===== src/rtl/fsel_pkg.sv =====
package fsel_pkg;
   localparam int FS_W = 5;
   typedef logic [FS_W-1:0] fs_code_t;

   // control bit positions inside configuration byte 0
   localparam int B0_TRI    = 0;
   localparam int B0_SPREAD = 1;
   localparam int B0_SRC    = 3;

   // software code field: FS4 at bit 2, FS3..FS0 at bits 7..4
   function automatic fs_code_t cfg_code_field(input logic [7:0] b);
      return {b[2], b[7], b[6], b[5], b[4]};
   endfunction
endpackage


===== src/rtl/fsel_strap_latch.sv =====
module fsel_strap_latch #(
   parameter int W = 5
) (
   input  logic         clk,
   input  logic         por_n,
   input  logic [W-1:0] pin_in,
   output logic [W-1:0] strap_q
);
   for (genvar i = 0; i < W; i++) begin : g_bit
      logic q;
      // open only while reset is held, frozen afterwards
      always_ff @(posedge clk) begin
         if (!por_n) q <= pin_in[i];
      end
      assign strap_q[i] = q;
   end
endmodule


===== src/rtl/fsel_oe_seq.sv =====
module fsel_oe_seq #(
   parameter int W           = 5,
   parameter int HOLD_CYCLES = 1
) (
   input  logic         clk,
   input  logic         por_n,
   input  logic         tri_all,
   output logic [W-1:0] pin_oe
);
   localparam int LIM = HOLD_CYCLES + 1;
   localparam int CW  = $clog2(LIM + 1);
   localparam logic [CW-1:0] LIM_C = CW'(LIM);

   logic [CW-1:0] cnt;

   always_ff @(posedge clk) begin
      if (!por_n)            cnt <= '0;
      else if (cnt != LIM_C) cnt <= cnt + 1'b1;
   end

   logic drive_ok;
   assign drive_ok = (cnt == LIM_C) && !tri_all;
   assign pin_oe   = {W{drive_ok}};
endmodule


===== src/rtl/fsel_src_mux.sv =====
module fsel_src_mux #(
   parameter int W        = 5,
   parameter int CODE_REG = 0
) (
   input  logic         clk,
   input  logic         por_n,
   input  logic         use_reg,
   input  logic [W-1:0] strap,
   input  logic [W-1:0] reg_field,
   output logic [W-1:0] code
);
   logic [W-1:0] pick;
   assign pick = use_reg ? reg_field : strap;

   if (CODE_REG != 0) begin : g_reg
      logic [W-1:0] code_q;
      always_ff @(posedge clk) begin
         if (!por_n) code_q <= strap;
         else        code_q <= pick;
      end
      assign code = code_q;
   end else begin : g_comb
      assign code = pick;
   end
endmodule


===== src/rtl/fsel_strap_ctrl.sv =====
module fsel_strap_ctrl
   import fsel_pkg::*;
#(
   parameter int NUM_SEL     = 5,
   parameter int HOLD_CYCLES = 1,
   parameter int CODE_REG    = 0
) (
   input  logic         clk,
   input  logic         por_n,
   input  logic [4:0]   pin_in,
   input  logic [7:0]   cfg_byte0,
   output logic [4:0]   pin_oe,
   output logic [4:0]   fsel_code,
   output logic         spread_en,
   output logic         tristate_all,
   output logic         rd_fs0_n,
   output logic [1:0]   rd_fs21_n,
   output logic [1:0]   rd_fs43_n
);
   if (NUM_SEL != FS_W) begin : g_bad_w
      $error("NUM_SEL must equal the packed code width");
   end
   if (HOLD_CYCLES < 1) begin : g_bad_hold
      $error("HOLD_CYCLES must be at least 1");
   end
   if (CODE_REG != 0 && CODE_REG != 1) begin : g_bad_reg
      $error("CODE_REG must be 0 or 1");
   end

   fs_code_t strap;

   fsel_strap_latch #(.W(NUM_SEL)) u_latch (
      .clk     (clk),
      .por_n   (por_n),
      .pin_in  (pin_in),
      .strap_q (strap)
   );

   fsel_oe_seq #(.W(NUM_SEL), .HOLD_CYCLES(HOLD_CYCLES)) u_oe (
      .clk     (clk),
      .por_n   (por_n),
      .tri_all (cfg_byte0[B0_TRI]),
      .pin_oe  (pin_oe)
   );

   fsel_src_mux #(.W(NUM_SEL), .CODE_REG(CODE_REG)) u_mux (
      .clk       (clk),
      .por_n     (por_n),
      .use_reg   (cfg_byte0[B0_SRC]),
      .strap     (strap),
      .reg_field (cfg_code_field(cfg_byte0)),
      .code      (fsel_code)
   );

   assign spread_en    = cfg_byte0[B0_SPREAD];
   assign tristate_all = cfg_byte0[B0_TRI];

   assign rd_fs0_n  = ~strap[0];
   assign rd_fs21_n = ~{strap[2], strap[1]};
   assign rd_fs43_n = ~{strap[4], strap[3]};
endmodule


===== config.mk =====
export PLATFORM = sky130hd
export DESIGN_NAME = fsel_strap_ctrl
export DESIGN_NICKNAME = d
export VERILOG_FILES = /design/src/rtl/fsel_pkg.sv /design/src/rtl/fsel_strap_latch.sv /design/src/rtl/fsel_oe_seq.sv /design/src/rtl/fsel_src_mux.sv /design/src/rtl/fsel_strap_ctrl.sv
export SDC_FILE = /design/constraint.sdc
export NUM_CORES = 1
export LEC_CHECK = 0
export ABC_AREA = 0
export BUFFER_PORTS_ARGS = -buffer_cell sky130_fd_sc_hd__buf_2
export CORE_AREA = 2 2 39 41
export DETAILED_ROUTE_END_ITERATION = 16
export DIE_AREA = 0 0 41 43
export HOLD_SLACK_MARGIN = 0.08
export PLACE_DENSITY_LB_ADDON = 0.2
export SYNTH_ARGS = -nofsm -noshare
export SYNTH_HDL_FRONTEND = slang
export SYNTH_HIERARCHICAL = 1
export SYNTH_SLANG_ARGS = --single-unit

===== constraint.sdc =====
create_clock -name clk -period 1.35 [get_ports clk]
set_input_delay 0.2025 -clock clk [delete_from_list [all_inputs] [get_ports clk]]
set_output_delay 0.2025 -clock clk [all_outputs]
set_load 0.1 [all_outputs]

# Word-level counts from Yosys, hierarchy flattened
# Index checks and enable logic that the tools add are counted.
dict set report word_totals {
  ff_bits 7
  latchBits 0
  ram_bits 0
  mem_bits_ro 0
  in_bits 15
  output_inout_bits 17
  wordCells 15
  n_memories 0
}
dict set report op_classes {
  add_sub_neg 1
  multipliers 0
  div_mod_pow 0
  magnitude_cmp 0
  eq_ne 2
  shifts 0
  muxes 1
  n_bitwise 3
  reduce_logical 2
}
# cell count
set ops {}
lappend ops {{$mux 5} 1}
lappend ops {{$not 2->2} 2}
lappend ops {{$add 2x1->2 const B} 1}
lappend ops {{$eq 2x2->1 const B} 1}
lappend ops {{$ne 2x2->1 const B} 1}
lappend ops {{$logic_and 1x1->1} 1}
lappend ops {{$logic_not 1->1} 1}
lappend ops {{$not 1->1} 1}

# Logic depth before layout (Yosys ltp)
# Gate-level depths: netlist of the first run.
dict set report logic_depth {
  ltp_word 2
  depth_mapped 4
  ltp_nobuf 4
}

# Cells and area by module
# The synthesis of the first run kept the hierarchy.
# mod instances cells_each area_per_inst_um2 seq_area_each_um2
set by_module_without_submodules {}
lappend by_module_without_submodules {fsel_strap_latch 1 11 191.4 150.1}
lappend by_module_without_submodules {fsel_oe_seq 1 15 136.4 40.0}
lappend by_module_without_submodules {fsel_src_mux 1 5 56.3 0.0}
lappend by_module_without_submodules {fsel_strap_ctrl 1 7 33.8 0.0}

# Worst setup path before layout of the first run
# OpenSTA, ideal clock, no wires.
dict set report synth_timing {
  path_kind {register to output}
  from {register u_oe.cnt[0]}
  to {output port pin_oe[0]}
  arrival_time_ns 1.140
  required_time_ns 1.148
  path_slack_ns 0.008
  path_stages_with_launch 5
  n_path_buf 1
  path_cell_list {dfxtp_1 > inv_1 > ha_1 > nor2b_1 > buf_4}
}
dict set report synth_between {
  elab_chain_len 2
}
# element line_no
set synth_rtl {}
lappend synth_rtl {{start, declared} fsel_oe_seq.sv:14} ;# logic [CW-1:0] cnt;
lappend synth_rtl {{start signal, assigned} fsel_oe_seq.sv:18} ;# else if (cnt != LIM_C) cnt <= cnt + 1'b1;
lappend synth_rtl {{$eq 2x2->1} fsel_oe_seq.sv:22} ;# assign drive_ok = (cnt == LIM_C) && !tri_all;
lappend synth_rtl {{$logic_and 1x1->1} fsel_oe_seq.sv:22}
lappend synth_rtl {{end, declared} fsel_strap_ctrl.sv:12} ;# output logic [4:0] pin_oe,
# No other way between the ends.

# Worst setup path in the final report of the first run
dict set report layout_timing {
  from {register u_oe.cnt[0]}
  to {output port pin_oe[1]}
}
# The elaborated chain is that of the path after synthesis.

==> results of run 1 <==
==> state kept, by name (all words and copies together) (netlist names) <==
register / count
u_oe/cnt: 2
u_latch/g_bit.q: 5
==> power by group through the flow <==
| stage | clock network (uW) | registers (uW) | logic (uW) |
|---|---|---|---|
| floorplan | 0 | 291 | 630 |
| global placement | 0 | 294 | 881 |
| detailed placement | 0 | 297 | 884 |
| CTS | 184 | 308 | 991 |
| global route | 198 | 313 | 1060 |
| finish | 176 | 308 | 1020 |
==> cells in the final DEF (no fill, tap or decap) <==
cell	instances
buf_12	15
edfxtp_1	5
inv_2	1
and2_1	1
nor2b_4	1
clkbuf_1	1
nand2_1	1
or2_1	1
xnor2_1	1
ha_4	1
dfxtp_2	2
mux2_4	2
mux2_2	3
buf_6	2
clkbuf_4	3
a21boi_2	1
buf_4	7
buf_2	14
inv_1	6
==> final cells by class <==
type / count / area (sq um) / share of cell area
Multi-Input combinational cell: 12 / 139 / 0.163
Tap cell: 16 / 20.0 / 0.0236
Timing Repair Buffer: 38 / 445 / 0.524
Inverter: 7 / 26.3 / 0.0309
Sequential cell: 7 / 193 / 0.227
Clock buffer: 4 / 26.3 / 0.0309
==> path summary, 6_finish.rpt <==
path | slack (ns) | end | depth (start not counted)
worst max-delay path | -0.07 | pin_oe[1] | 5
worst min-delay path | 0.14 | u_latch/g_bit[2].q | 1
worst max register to register | 0.05 | u_oe/cnt[1] | 7
worst min register to register | 0.49 | u_oe/cnt[1] | 2
==> layer usage <==
metal | vias to the layer above | wire length (microns)
met2 | 22 | 417
met4 | 0 | 0
met1 | 142 | 262
met5 | - | 0
met3 | 0 | 131
li1 | 169 | -
==> cell families after synthesis <==
family / after synthesis
fa+ha+maj: 1
simple gates: 4
flops: 7
buf+inv: 19
mux: 5
xor+xnor: 1
compound gates: 1
==> per-stage QoR <==
| stage | hold WS (ns) | std cells |
|---|---|---|
| detailed placement | 0.382 | 73 |
| finish | 0.137 | 84 |
| global placement | 0.383 | 73 |
| floorplan | 0.301 | 38 |
| CTS | 0.131 | 82 |
| global route | 0.120 | 84 |
==> worst reg2reg max path: stages (launching register included) <==
cell	delay, ns
dfxtp_2	0.33
inv_2	0.04
ha_4	0.15
buf_4	0.12
buf_4	0.12
buf_4	0.13
or2_1	0.21
a21boi_2	0.13
==> what timing repair did <==
item	in CTS	in global routing
endpoints found under the setup margin	5	8
pin swaps	1	1
resized for setup	9	2
buffers inserted	5	2
==> out/results.tsv, run 1 <==
stage	metric	value	unit
synthesis	netlist_area	418	sq um
sta	post-route-period-util	1.05	
worst_hold_path	hp-class	input port to flop	
setup_path	r2r-start	u_oe/cnt[0]	
pwr	p_sw	683	uW
sta	fin_skew	0.0000286	ns
sta	slew_headroom	0.679	
run	drv_cap	0	
global_routing	busiest_layer	met2	
pwr	power-per-cell-area	1770	nW/um^2
global_routing	overflow	0	
place	gp_congestion	0.702	
clock_tree	numClockSinks	7	
cells_and_area	fin_util	0.614	
sta	worstMarginPinSlew	0.484	ns
clock_tree	h-tree-depth	1	
setup_path	path_max_fanout	3	
setup_path	cp_cell_sequence	inv_2, ha_4, nor2b_4, buf_4, buf_12	
clock_tree	path_clk_slew	0.05	ns
synthesis	synth_seq_cells	7	
pwr	combinationalPowerShare	0.677	
clock_tree	cts_buffer_depth	2	
route	first_iter_violations	0	
synthesis	synth_fa_ha_area_frac	0.0299	
cells_and_area	layout-drive-gt1-share	0.765	
sta	max_clock_freq	707	MHz
floorplan	die_h	43	microns
setup_path	critPathMaxStageDelay	0.32	ns
run_status	violations	negative setup slack	
sta	hold_violations	0	
cells_and_area	finalNetCount	85	
setup_path	endpoint_kind	output port	
setup_path	arrival	1.21	ns
cells_and_area	fin_area	850	sq um
pwr	internal-power	818	uW
sta	maxSlewViolCount	0	
run_status	status	complete, but fails checks	
pwr	peakVddDrop	0.00106	V
setup_path	crit_type	flop to output port	
synthesis	yosysTopAreaCellShare	0.359	
synthesis	async_reset_ff_frac	0	
pwr	power_leakage	0.000404	uW
floorplan	core	1380	sq um
clock_tree	clockRootBuffer	clkbuf_4	
sta	finalWorstSetupSlack	-0.0652	ns
floorplan	die_w	41	microns
synthesis	yosysMostFrequentCell	buf_4	
floorplan	start_util	0.302	
place	dp_hpwl	640	microns
synthesis	synthDistinctLibCells	12	
floorplan	dieArea	1760	sq um
global_routing	groute.usage.overall	0.106	
synthesis	synth_simple_gate_area_frac	0.0539	
global_routing	grt_pass1_vias	312	
place	portBuffers	29	
route	antenna_left	0	
synthesis	synth_xor_area_frac	0.0210	
sta	setup_viol	5	
floorplan	ios	32	
worst_hold_path	hold_start	pin_in[2]	
route	wl_per_cell	9.64	microns
synthesis	seq_area_frac_synth	0.455	
clock_tree	clock_latency	0.24	ns
setup_path	slowest_stage	dfxtp_2	
sta	fin_crit	1.42	ns
global_routing	grtUsageMet1	0.107	
pwr	switching_share	0.455	
pwr	power.total	1500	uW
clock_tree	cts_hold_buf	0	
route	num_vias	333	
global_routing	grt_max_degree	6	
setup_path	cp_num_buf_inv	3	
pwr	seqPwrFrac	0.205	
route	wirelength	810	microns
synthesis	synth_area_leaders	edfxtp_1 (36%), buf_4 (22%), mux2_2 (13%)	
place	placed_cell_area	733	sq um
floorplan	std_cell_rows	14	
synthesis	syn_inst	38	
global_routing	grt_pass1_wl	1220	microns
cells_and_area	nFillCells	107	
place	preCtsSetupSlack	-0.386	ns
global_routing	gr-usage-met3	0.0524	
route	first_pass_iters	1	
synthesis	synth_edf_count	5	
global_routing	antenna_found_initial	0	
clock_tree	numCtsBuffers	3	
global_routing	met2_usage	0.166	
pwr	power.clock.fraction	0.118	
setup_path	crit_family	buffers and inverters	
synthesis	yosysWarnings	6	
cells_and_area	areaGrowthSynthToFinish	103	%
sta	tns	-0.291	ns
setup_path	start_kind	flop	
sta	rsz0062_at_grt	yes	
cells_and_area	antenna-diode-count	0	
route	viasPerCell	3.96	
synthesis	synth_top_family_by_area	buffers and inverters	
synthesis	syn_nets	54	
synthesis	synthTopCellsByCount	buf_4 (12), inv_1 (7), edfxtp_1 (5), mux2_2 (5), dfxtp_1 (2)	
setup_path	crit_required	1.15	ns
synthesis	synthFlopType	edfxtp_1	
setup_path	startpoint	u_oe/cnt[0]	
synthesis	syn_avg_cell_area	11.0	sq um
synthesis	synth_compound_area_frac	0.0269	
synthesis	muxShareOfSynthArea	0.135	
clock_tree	cts_tree	yes	
synthesis	synth_area_leader_cell	edfxtp_1	
route	drcViolationCount	0	
No activity file was read; power rests on OpenSTA's default activity.
==> run 2, diff against run 1 <==
SYNTH_HIERARCHICAL = not set   (was 1)
==> out/results.tsv, run 2 <==
stage	metric	value	unit	change
sta	maxSlewViolCount	0		unchanged
cells_and_area	top_regs	u_latch.g_bit.q x5, u_oe.cnt x2		was u_latch/g_bit.q x5, u_oe/cnt x2
sta	fin_skew	0.0000829	ns	was 0.0000286 ns
route	antenna_left	0		unchanged
synthesis	synth_xor_area_frac	0.0238		was 0.0210
synthesis	seq_area_frac_synth	0.517		was 0.455
pwr	power.total	1510	uW	was 1500 uW
global_routing	grt_pass1_wl	1200	microns	was 1220 microns
synthesis	async_reset_ff_frac	0		unchanged
sta	slew_headroom	0.681		was 0.679
floorplan	dieArea	1760	sq um	unchanged
route	drcViolationCount	0		unchanged
synthesis	syn_nets	55		was 54
place	dp_hpwl	653	microns	was 640 microns
synthesis	synthDistinctLibCells	13		was 12
cells_and_area	top_register	u_latch.g_bit.q		was u_latch/g_bit.q
clock_tree	path_clk_slew	0.05	ns	about the same
cells_and_area	multiInputGateArea	170	sq um	was 139 sq um
synthesis	syn_inst	39		was 38
global_routing	groute.usage.overall	0.107		was 0.106
sta	max_clock_freq	712	MHz	was 707 MHz
setup_path	critPathMaxStageDelay	0.32	ns	about the same
sta	post-route-period-util	1.04		was 1.05
setup_path	crit_required	1.15	ns	about the same
sta	setup_viol	5		unchanged
worst_hold_path	hp-class	input port to flop		unchanged
pwr	internal-power	794	uW	was 818 uW
cells_and_area	final_cells	84		unchanged
synthesis	synth_compound_area_frac	0.0918		was 0.0269
cells_and_area	final_common_cell	buf_12		unchanged
run	drv_cap	0		unchanged
clock_tree	cts_hold_buf	0		unchanged
setup_path	arrival	1.20	ns	was 1.21 ns
pwr	seqPwrFrac	0.205		about the same
setup_path	path_max_fanout	5		was 3
clock_tree	clockRootBuffer	clkbuf_4		unchanged
clock_tree	numCtsBuffers	3		unchanged
sta	hold_ws	0.136	ns	was 0.137 ns
place	gp_congestion	0.633		was 0.702
synthesis	synth_seq_cells	7		unchanged
setup_path	r2r_cells	6		was 7
synthesis	syn_avg_cell_area	9.43	sq um	was 11.0 sq um
synthesis	synth_fa_ha_area_frac	0.0340		was 0.0299
cells_and_area	largest_register_ffs	5		unchanged
place	portBuffers	29		unchanged
setup_path	endpoint_kind	output port		unchanged
synthesis	synthFlopType	edfxtp_1		unchanged
pwr	power_leakage	0.000384	uW	was 0.000404 uW
floorplan	start_util	0.266		was 0.302
route	num_vias	339		was 333
synthesis	synth_simple_gate_area_frac	0.105		was 0.0539
route	wirelength	773	microns	was 810 microns
sta	fin_crit	1.41	ns	was 1.42 ns
pwr	combinationalPowerShare	0.675		was 0.677
global_routing	grt_max_degree	11		was 6
sta	tns	-0.272	ns	was -0.291 ns
synthesis	synth_area_leaders	edfxtp_1 (41%), buf_4 (14%), dfxtp_1 (11%)		was edfxtp_1 (36%), buf_4 (22%), mux2_2 (13%)
clock_tree	numClockSinks	7		unchanged
sta	finalWorstSetupSlack	-0.0552	ns	was -0.0652 ns
setup_path	slowest_stage	dfxtp_2		unchanged
floorplan	die_h	43	microns	unchanged
place	place_inst	78		was 73
sta	rsz0062_at_grt	yes		unchanged
sta	worstMarginPinSlew	0.482	ns	was 0.484 ns
cells_and_area	seqCellArea	193	sq um	unchanged
floorplan	core	1380	sq um	unchanged
synthesis	synth_area_leader_cell	edfxtp_1		unchanged
pwr	switching_share	0.473		was 0.455
setup_path	reg2reg_slack	0.16	ns	was 0.05 ns
worst_hold_path	min_path_cells	1		unchanged
route	first_iter_violations	2		was 0
cells_and_area	layout_common_cells	buf_12 (16), buf_2 (14), inv_1 (6), nand2_1 (6)		was buf_12 (15), buf_2 (14), buf_4 (7), inv_1 (6), edfxtp_1 (5)
clock_tree	cts_buffer_depth	2		unchanged
synthesis	yosysWarnings	0		was 6
cells_and_area	finalNetCount	85		unchanged
cells_and_area	areaGrowthSynthToFinish	131	%	was 103%
setup_path	start_kind	flop		unchanged
synthesis	yosysTopAreaCellShare	0.408		was 0.359
worst_hold_path	worstHoldEndpoint	u_latch.g_bit[4].q		was u_latch/g_bit[2].q
route	wl_per_cell	9.20	microns	was 9.64 microns
floorplan	std_cell_rows	14		unchanged
route	first_pass_iters	2		was 1
global_routing	overflow	0		unchanged
pwr	p_sw	714	uW	was 683 uW
synthesis	synthTopCellsByCount	buf_4 (7), inv_1 (7), nand2_1 (6)		was buf_4 (12), inv_1 (7), edfxtp_1 (5), mux2_2 (5), dfxtp_1 (2)
synthesis	muxShareOfSynthArea	0		was 0.135
setup_path	cpMostUsedCell	buf_12		
cells_and_area	layout-drive-gt1-share	0.691		was 0.765
run_status	status	complete, but fails checks		unchanged
global_routing	grt_pass1_vias	312		unchanged
cells_and_area	antenna-diode-count	0		unchanged
setup_path	r2r-start	u_oe.cnt[0]		was u_oe/cnt[0]
route	viasPerCell	4.04		was 3.96
clock_tree	h-tree-depth	1		unchanged
setup_path	crit_type	flop to output port		unchanged
worst_hold_path	hold_start	pin_in[4]		was pin_in[2]
clock_tree	cts_tree	yes		unchanged
synthesis	netlist_area	368	sq um	was 418 sq um
pwr	power.clock.fraction	0.120		was 0.118
cells_and_area	nFillCells	111		was 107
global_routing	antenna_found_initial	0		unchanged
pwr	power-per-cell-area	1780	nW/um^2	was 1770 nW/um^2
floorplan	ios	32		unchanged
clock_tree	clock_latency	0.24	ns	about the same
pwr	peakVddDrop	0.00109	V	was 0.00106 V
synthesis	synth_edf_count	5		unchanged
cells_and_area	fin_util	0.613		was 0.614
sta	hold_violations	0		unchanged
setup_path	rr_endpoint	u_oe.cnt[1]		was u_oe/cnt[1]
floorplan	die_w	41	microns	unchanged
setup_path	cp_cell_sequence	inv_2, ha_4, nor2b_4, buf_12, buf_12		was inv_2, ha_4, nor2b_4, buf_4, buf_12
run_status	violations	negative setup slack		unchanged
synthesis	synth_top_family_by_area	buffers and inverters		unchanged
==> run 2: changes by cell type in the layout (fill, tap and decap cells not counted), moves of 2 or more <==
cell     previous run  this run
o21ai_4             0         5
buf_4               7         3
buf_6               2         0
mux2_4              2         0
mux2_2              3         0
nand2_1             1         6
==> run 2: metal layers <==
metal  GRT usage  vias up  wire, microns
li1            -      172              -
met1      0.0906      140            249
met2       0.181       25            388
met3      0.0419        2            120
met4      0.0800        0             14
met5           0        -              0
==> run 2: repair_timing <==
item                       CTS  global route
resized for setup            7             0
setup endpoints to repair    5             5
pin swaps                    1             0
buffers inserted             1             1
gates cloned                 0             0
==> run 2: area by class of cell <==
type                       count  share of cell area
clock buffer                   4              0.0310
inverter                       7              0.0310
multi-input combinational     17               0.201
sequential                     7               0.227
tap                           16              0.0236
timing repair buffer          33               0.487
==> run 2: power by group through the flow <==
| stage | clock network, uW | registers, uW | logic (uW) |
|---|---|---|---|
| floorplan | 0 | 293 | 654 |
| global placement | 0 | 294 | 929 |
| detailed placement | 0 | 296 | 930 |
| CTS | 188 | 310 | 1020 |
| global route | 210 | 314 | 1070 |
| finish | 180 | 309 | 1020 |
==> run 2: worst max-delay path: cells and delay by family, from the launching register on <==
family	cells	cell delay, ns
simple gates	1	0.15
flops	1	0.32
buf+inv	3	0.37
fa+ha+maj	1	0.12
==> run 2: how the worst max path moves through the flow <==
stage | startpoint | to | slack (ns)
after floorplan | u_latch.g_bit[0].q | fsel_code[0] | -0.26
after global placement | u_oe.cnt[0] | pin_oe[3] | -0.32
final | u_oe.cnt[0] | pin_oe[2] | -0.06
after CTS | u_oe.cnt[0] | pin_oe[2] | -0.08
after global routing | u_oe.cnt[0] | pin_oe[2] | -0.12
after detailed placement | u_oe.cnt[0] | pin_oe[2] | -0.35
==> run 2: stage by stage <==
stage / area [sq um] / setup slack [ns]
6_report: 848 / -0.0552
4_1_cts: 841 / -0.0765
3_3_place_gp: 772 / -0.323
3_5_place_dp: 772 / -0.352
2_1_floorplan: 424 / -0.263
5_1_grt: 848 / -0.122
==> run 2: kinds of logic (layout without fill, tap and decap cells) <==
kind of cell,count (synthesis),in the layout
buf+inv,15,44
fa+ha+maj,1,1
compound gates,6,6
simple gates,9,9
flops,7,7
xor+xnor,1,1
